[src/rtl/mbox_pkg.sv]
package mbox_pkg;
  localparam int DW = 8;
  localparam int AW = 2;
  localparam logic [AW-1:0] OFS_CTRL = 2'd0;
  localparam logic [AW-1:0] OFS_H2C  = 2'd1;
  localparam logic [AW-1:0] OFS_C2H  = 2'd2;
  localparam int B_MODE = 7;
  localparam int B_IEN  = 6;
  localparam int B_C2HV = 5;
  localparam int B_H2CV = 4;
  localparam int B_C2HT = 2;
  localparam int B_H2CT = 0;
  localparam int TAGW   = 2;
endpackage

[src/rtl/mbox_dir.sv]
module mbox_dir #(
  parameter int DW = 8
) (
  input  logic          clk,
  input  logic          rst_n,
  input  logic          put,
  input  logic [DW-1:0] din,
  input  logic          take,
  output logic [DW-1:0] dout,
  output logic          avail
);
  always_ff @(posedge clk or negedge rst_n) begin
    if (!rst_n) begin
      dout  <= '0;
      avail <= 1'b0;
    end else begin
      if (put) dout <= din;
      if (put) avail <= 1'b1;
      else if (take) avail <= 1'b0;
    end
  end

  // a write always leaves the flag set, even with a concurrent read
  a_r4_set_wins: assert property (@(posedge clk) disable iff (!rst_n)
    put |=> avail);
  // a read alone clears the flag
  a_r2_take_clears: assert property (@(posedge clk) disable iff (!rst_n)
    (take && !put) |=> !avail);
  // an empty slot stays empty without a write
  a_r5_empty_holds: assert property (@(posedge clk) disable iff (!rst_n)
    (!avail && !put) |=> (!avail && $stable(dout)));
endmodule

[src/rtl/mbox_p80.sv]
module mbox_p80 #(
  parameter int          IOW  = 16,
  parameter logic [IOW-1:0] BASE = 16'h0080
) (
  input  logic           clk,
  input  logic           rst_n,
  input  logic           wide,
  input  logic [IOW-1:0] io_addr,
  output logic           hit
);
  localparam int HI = IOW - 1;

  always_comb begin
    if (wide) hit = (io_addr[HI:1] == BASE[HI:1]);
    else      hit = (io_addr == BASE);
  end

  // exact mode rejects every other address
  a_r8_exact: assert property (@(posedge clk) disable iff (!rst_n)
    (!wide && io_addr == (BASE ^ 16'h0001)) |-> !hit);
  // relaxed mode accepts the odd neighbour
  a_r9_pair: assert property (@(posedge clk) disable iff (!rst_n)
    (wide && io_addr == (BASE | 16'h0001)) |-> hit);
endmodule

[src/rtl/mbox_bridge.sv]
module mbox_bridge
  import mbox_pkg::*;
#(
  parameter int          IOW      = 16,
  parameter logic [IOW-1:0] DBG_PORT = 16'h0080
) (
  input  logic           clk,
  input  logic           rst_n,
  input  logic [AW-1:0]  h_addr,
  input  logic [DW-1:0]  h_wdata,
  input  logic           h_wr,
  input  logic           h_rd,
  output logic [DW-1:0]  h_rdata,
  input  logic [AW-1:0]  u_addr,
  input  logic [DW-1:0]  u_wdata,
  input  logic           u_wr,
  input  logic           u_rd,
  output logic [DW-1:0]  u_rdata,
  output logic           irq_host,
  output logic           smi_evt,
  input  logic [IOW-1:0] io_addr,
  output logic           io_match
);
  logic            mode_q, ien_q;
  logic [TAGW-1:0] c2h_tag_q, h2c_tag_q;
  logic [DW-1:0]   h2c_byte, c2h_byte, ctrl_word;
  logic            h2c_av, c2h_av;
  logic            h2c_put, h2c_take, c2h_put, c2h_take;

  assign h2c_put  = h_wr && (h_addr == OFS_H2C);
  assign h2c_take = u_rd && (u_addr == OFS_H2C);
  assign c2h_put  = u_wr && (u_addr == OFS_C2H);
  assign c2h_take = h_rd && (h_addr == OFS_C2H);

  mbox_dir #(.DW(DW)) h2c_i (
    .clk(clk), .rst_n(rst_n), .put(h2c_put), .din(h_wdata),
    .take(h2c_take), .dout(h2c_byte), .avail(h2c_av));

  mbox_dir #(.DW(DW)) c2h_i (
    .clk(clk), .rst_n(rst_n), .put(c2h_put), .din(u_wdata),
    .take(c2h_take), .dout(c2h_byte), .avail(c2h_av));

  always_ff @(posedge clk or negedge rst_n) begin
    if (!rst_n) begin
      mode_q    <= 1'b0;
      ien_q     <= 1'b0;
      c2h_tag_q <= '0;
      h2c_tag_q <= '0;
    end else begin
      if (u_wr && u_addr == OFS_CTRL) begin
        mode_q    <= u_wdata[B_MODE];
        ien_q     <= u_wdata[B_IEN];
        c2h_tag_q <= u_wdata[B_C2HT +: TAGW];
      end
      if (h_wr && h_addr == OFS_CTRL)
        h2c_tag_q <= h_wdata[B_H2CT +: TAGW];
    end
  end

  always_comb begin
    ctrl_word = '0;
    ctrl_word[B_MODE]          = mode_q;
    ctrl_word[B_IEN]           = ien_q;
    ctrl_word[B_C2HV]          = c2h_av;
    ctrl_word[B_H2CV]          = h2c_av;
    ctrl_word[B_C2HT +: TAGW]  = c2h_tag_q;
    ctrl_word[B_H2CT +: TAGW]  = h2c_tag_q;
  end

  function automatic logic [DW-1:0] pick(input logic [AW-1:0] a,
      input logic [DW-1:0] c, input logic [DW-1:0] h2c, input logic [DW-1:0] c2h);
    case (a)
      OFS_CTRL: pick = c;
      OFS_H2C:  pick = h2c;
      OFS_C2H:  pick = c2h;
      default:  pick = '0;
    endcase
  endfunction

  always_ff @(posedge clk or negedge rst_n) begin
    if (!rst_n) begin
      h_rdata <= '0;
      u_rdata <= '0;
    end else begin
      if (h_rd) h_rdata <= pick(h_addr, ctrl_word, h2c_byte, c2h_byte);
      if (u_rd) u_rdata <= pick(u_addr, ctrl_word, h2c_byte, c2h_byte);
    end
  end

  assign irq_host = ien_q && c2h_av;
  assign smi_evt  = irq_host;

  mbox_p80 #(.IOW(IOW), .BASE(DBG_PORT)) p80_i (
    .clk(clk), .rst_n(rst_n), .wide(mode_q), .io_addr(io_addr), .hit(io_match));

  // a lone host read of the controller byte drops the interrupt
  a_r6_irq_drop: assert property (@(posedge clk) disable iff (!rst_n)
    (c2h_take && !c2h_put) |=> !irq_host);
  // the interrupt only rises after a controller write
  a_r6_irq_cause: assert property (@(posedge clk) disable iff (!rst_n)
    $rose(irq_host) |-> $past(u_wr));
  // flags never move on a control-register write alone
  a_r7_flags_ro: assert property (@(posedge clk) disable iff (!rst_n)
    ((h_wr && h_addr == OFS_CTRL) && !u_wr && !h_rd && !u_rd && !h2c_put)
      |=> ($stable(h2c_av) && $stable(c2h_av)));
  // read data only moves after a read strobe
  a_r10_hold: assert property (@(posedge clk) disable iff (!rst_n)
    !h_rd |=> $stable(h_rdata));
endmodule

[config.mk]
export PLATFORM = sky130hd
export DESIGN_NAME = mbox_bridge
export DESIGN_NICKNAME = d
export VERILOG_FILES = /design/src/rtl/mbox_pkg.sv /design/src/rtl/mbox_dir.sv /design/src/rtl/mbox_p80.sv /design/src/rtl/mbox_bridge.sv
export SDC_FILE = /design/constraint.sdc
export NUM_CORES = 1
export LEC_CHECK = 0
export ABC_CLOCK_PERIOD_IN_PS = 2340
export BUFFER_PORTS_ARGS = -buffer_cell sky130_fd_sc_hd__buf_2
export CORE_AREA = 5 5 75 70
export DETAILED_ROUTE_END_ITERATION = 8
export DIE_AREA = 0 0 80 75
export PLACE_DENSITY = 0.81
export REMOVE_ABC_BUFFERS = 1
export SLEW_MARGIN = 20
export SYNTH_ARGS = -nofsm -noshare
export SYNTH_HDL_FRONTEND = slang
export SYNTH_SLANG_ARGS = --single-unit
export TNS_END_PERCENT = 20
[constraint.sdc]
create_clock -name clk -period 2.34 [get_ports clk]
set_input_delay 0.117 -clock clk [delete_from_list [all_inputs] [get_ports clk]]
set_output_delay 0.117 -clock clk [all_outputs]
set_load 0.03 [all_outputs]
== Word level (Yosys, flattened, before mapping) ==
Cells that the tools add are included.
W data, S select, Z words.

* Memory bits (writable): 0
* Bits in latches: 0
* Register bits: 40
* Output and inout port bits: 19
* Memory bits (read-only): 0
* Memories kept: 0
* Word-level logic and storage cells: 34
* Input bits: 42

* Mux-type cells: 7
* Add/sub/neg operators: 0
* Bitwise gates (word level): 0
* Equality and inequality tests: 6
* Order comparisons: 0
* $mul: 0
* Shift operators: 0
* Reductions and logical operators: 11
* Div/mod/pow operators: 0

{| class="wikitable"
|+ Operators with widths
! operator !! number
|-
| $pmux W8 S3 || 2
|-
| $eq A16 B8 Y1 const B || 1
|-
| $eq A15 B7 Y1 const B || 1
|-
| $logic_and A1 B1 Y1 || 7
|-
| $mux W1 || 5
|-
| $eq A2 B1 Y1 const B || 2
|-
| $eq A2 B2 Y1 const B || 2
|-
| $logic_not A2 Y1 || 2
|-
| $reduce_bool A2 Y1 || 2
|}

== Logic depth before layout (Yosys ltp) ==
* Depth after elaboration: 4
* Depth in mapped cells: 4
* Mapped depth without buffers: 3

== By module ==
From an unflattened synthesis, not the netlist that was laid out.

* Cells, all modules: 161
* Area, all modules: 2,077.0 um^2

{| class="wikitable"
|+ Modules (own cells, without submodules)
! module !! times used !! area an instance (um^2) !! sequential area each (um^2) !! cells an instance
|-
| mbox_bridge || 1 || 1,273.7 || 550.5 || 115
|-
| mbox_dir || 2 || 369.1 || 225.2 || 20
|-
| mbox_p80 || 1 || 65.1 || 0.0 || 6
|}

== Worst setup path before layout ==
Ideal clock, no wire load.

* Path kind: input-to-output
* From: input io_addr[1]
* To: output io_match
* Required time: 2.223 ns
* Data arrival time: 1.440 ns
* Path buffers: 0
* Stages: 3
* Path slack: 0.783 ns
* Cell sequence: nor4b_1 > o2111ai_1 > nor4_1

* Cells in the longest elaborated chain, start to end: 2

{| class="wikitable"
|+ RTL lines
! what !! line !! source
|-
| start: declaration || mbox_bridge.sv:21 || <nowiki>input logic [IOW-1:0] io_addr,</nowiki>
|-
| $eq A16 B8 Y1 or $eq A15 B7 Y1 (tied branches) || mbox_p80.sv:15, mbox_p80.sv:14 ||
|-
| $mux W1 * || mbox_p80.sv:14 || <nowiki>if (wide) hit = (io_addr[HI:1] == BASE[HI:1]);</nowiki>
|-
| end: declaration || mbox_bridge.sv:22 || <nowiki>output logic io_match</nowiki>
|}

Mark *: on every way between the ends. The rest lies on a longest branch, timed or not.

== Final worst setup path ==
* From: register mode_q
* To: output io_match

* Cells in the longest elaborated chain, start to end: 1

{| class="wikitable"
|+ RTL lines
! what !! line !! source
|-
| start: declaration || mbox_bridge.sv:24 || <nowiki>logic mode_q, ien_q;</nowiki>
|-
| start signal: assignment || mbox_bridge.sv:51 || <nowiki>mode_q <= u_wdata[B_MODE];</nowiki>
|-
| $mux W1 || mbox_p80.sv:14 ||
|}

No other way between the ends.

==> qor.txt <==
DRC -> 0
multiplexer share of the synthesized area -> 21.4%
largest family of logic cells by synthesized area -> multiplexers
most frequent cells in the layout -> buf_2, dfrtp_1, mux2_2
Critical Path AT -> 1.28 ns
fmax -> 717 MHz
CP Class -> flip-flop to primary output
number of H-tree levels -> 2
# resized after CTS -> 0
RSZ-0062 raised after global routing -> no
setup violators final -> 0
Clk pwr share -> 25.8%
CP endpoint kind -> primary output
max-slew violation count -> 0
ranking of synthesized cells by area -> dfrtp_1, mux2_2, mux2i_1
cell count after synthesis -> 156
chip width -> 80 um
DIE AREA -> 6000 um^2
cell taking the most area after synthesis -> dfrtp_1
DIE HEIGHT -> 75 um
Hold WC Path Type -> primary input to flip-flop
cell area after layout -> 2320 um^2
max-cap violation count -> 0
via/cell ratio -> 5.17
Worst Path Max Fanout -> 4
combinational share of power -> 25.0%
final-stage net count -> 256
clock transition time at the flip-flop clock pins of the worst setup and hold paths -> 0.07 ns
commonest non-fill, non-tap cell in the layout -> buf_2
synth warn -> 0
1st-iter DRT viols -> 40
Clock Sink Count -> 40
Total Wirelength -> 4210 um
Clk Latency, worst-skew pair -> 0.29 ns
remaining global-route overflow -> 0
initial core utilization -> 43.6%
Root Buffer -> clkbuf_8
gpl congestion -> 0.759
TritonCTS Buffers -> 5
First-pass DRT Iterations -> 3
Worst VDD drop -> 0.352 mV
CTS Buffer Depth -> 2
Worst EP required -> 2.22 ns
antenna violations before repair -> 0
Vias -> 1433
final setup TNS -> 0 ns
global-route wire length before repair -> 7270 um
post-place instance area -> 2220 um^2
CP Launch Type -> flip-flop
Net Sw Power -> 563 uW
GRT Total Usage -> 16.2%
XOR/XNOR Fraction of Synth Area -> 0%
Detailed Place HPWL -> 3230 um
share of cells above drive strength 1 -> 43.3%
Compound-Gate Fraction of Synth Area -> 12.5%
transition time at the pin with the least slew margin -> 0.882 ns
# IOs -> 61
Netlist Area Pre-Place -> 1910 um^2
total core area -> 4370 um^2
R2R Setup Slk -> 1.33 ns
Int Pwr -> 1260 uW
Lkg Pwr -> 0.00112 uW
Worst Skew -> 0.00396 ns
Synth top area share -> 52.5%
Antenna Cells -> 0
sw frac -> 30.9%
Row Count -> 23
Mapped Avg Cell Area -> 12.2 um^2
# port buffers -> 60
PwrDens -> 785 nW/um^2
Yosys reg bits -> 40
Hold Violations, Final -> 0
Tmin final -> 1.39 ns
largest net degree at the start of global routing -> 41
Layout area overhead -> 21.6%
status -> finished, final reports clean
Distinct cells, synth -> 24
Slew HR -> 41.2%
sequential fraction of the synthesis area -> 52.5%
wire length per cell -> 15.2 um
number of global-route vias before repair -> 1553
simple-gate share of the synthesized area -> 9.64%
Final Cycle Share -> 59.6%
sequential power share -> 49.2%
CTS tree -> done
antenna viol nets, final -> 0
Post-Synth Adder-Cell Area -> 0%
## Yosys cell counts
cell type / n
a21oi_1: 16
a2bb2oi_1: 16
and2_1: 1
buf_1: 1
buf_2: 3
buf_4: 3
buf_6: 2
clkbuf_1: 1
clkbuf_2: 1
dfrtp_1: 40
inv_1: 1
mux2_2: 22
mux2i_1: 16
nand2_1: 4
nand2_4: 1
nand3b_4: 1
nor2_1: 16
nor2b_1: 2
nor3b_2: 1
nor3b_4: 1
nor4_1: 3
nor4b_1: 1
o2111ai_1: 1
o21ai_0: 2
## flip-flops by register name (all words and copies together), names as in the netlist
name and count:
c2h_i.avail 1, c2h_i.dout 8, c2h_tag_q 2, h2c_i.avail 1, h2c_i.dout 8, h2c_tag_q 2, h_rdata 8, ien_q 1
mode_q 1, u_rdata 8
## final cells by class
cell class | instances | area [um^2]
Fill cell | 415 | 2050
Sequential cell | 40 | 1000
Multi-Input combinational cell | 104 | 831
Timing Repair Buffer | 62 | 318
Clock buffer | 8 | 90.1
Tap cell | 62 | 77.6
Inverter | 1 | 3.75
## critical path, cell delays in order, from the launching register on
cell       delay [ns]
dfrtp_1          0.41
o2111ai_1        0.14
nor4_1           0.19
buf_2            0.25
## power by group through the flow
stage	Combinational (uW)	Sequential (uW)	Clock, uW
3_5_place_dp	463	909	0
6_report	456	897	470
2_1_floorplan	219	971	0
4_1_cts	465	896	488
5_1_grt	502	915	520
3_3_place_gp	451	906	0
## what timing repair did
action,4_1_cts,5_1_grt
hold buffers,1,0
hold endpoints to repair,40,0
buffers inserted,0,0
## cells by family after synthesis
logic type             after synthesis
AO/OA/AOI/OAI                       35
AND/OR/NAND/NOR                     31
flip-flops                          40
multiplexers                        38
buffers and inverters               12
## routing by layer
metal	GRT usage (%)	part of all wire [%]
met2	26.7	47
met4	6.94	2.3
met5	0	0
met1	19.8	43
met3	5.26	7.9
## stage by stage
stage | utilization (%) | setup slack, ns | power (uW) | hold WS, ns | instances
finish | 53.1 | 0.946 | 1820 | 0.0458 | 277
global route | 53.1 | 0.817 | 1940 | 0.0396 | 277
CTS | 53.1 | 0.933 | 1850 | 0.0351 | 277
detailed placement | 50.8 | 1.04 | 1370 | 0.290 | 268
global placement | 50.8 | 1.06 | 1360 | 0.276 | 268
floorplan | - | 0.783 | 1190 | -0.179 | 145
## final timing paths
| check | to | cells after the start | startpoint |
|---|---|---|---|
| min | c2h_i.dout[4] | 2 | u_wdata[4] |
| min in group asynchronous | u_rdata[1] | 2 | rst_n |
| min reg2reg | u_rdata[1] | 2 | u_rdata[1] |
| max reg2reg | u_rdata[3] | 3 | h2c_i.dout[3] |
| max | io_match | 3 | mode_q |
| max in group asynchronous | h2c_i.dout[7] | 2 | rst_n |
Note: power is estimated with default switching activity, not from simulation.
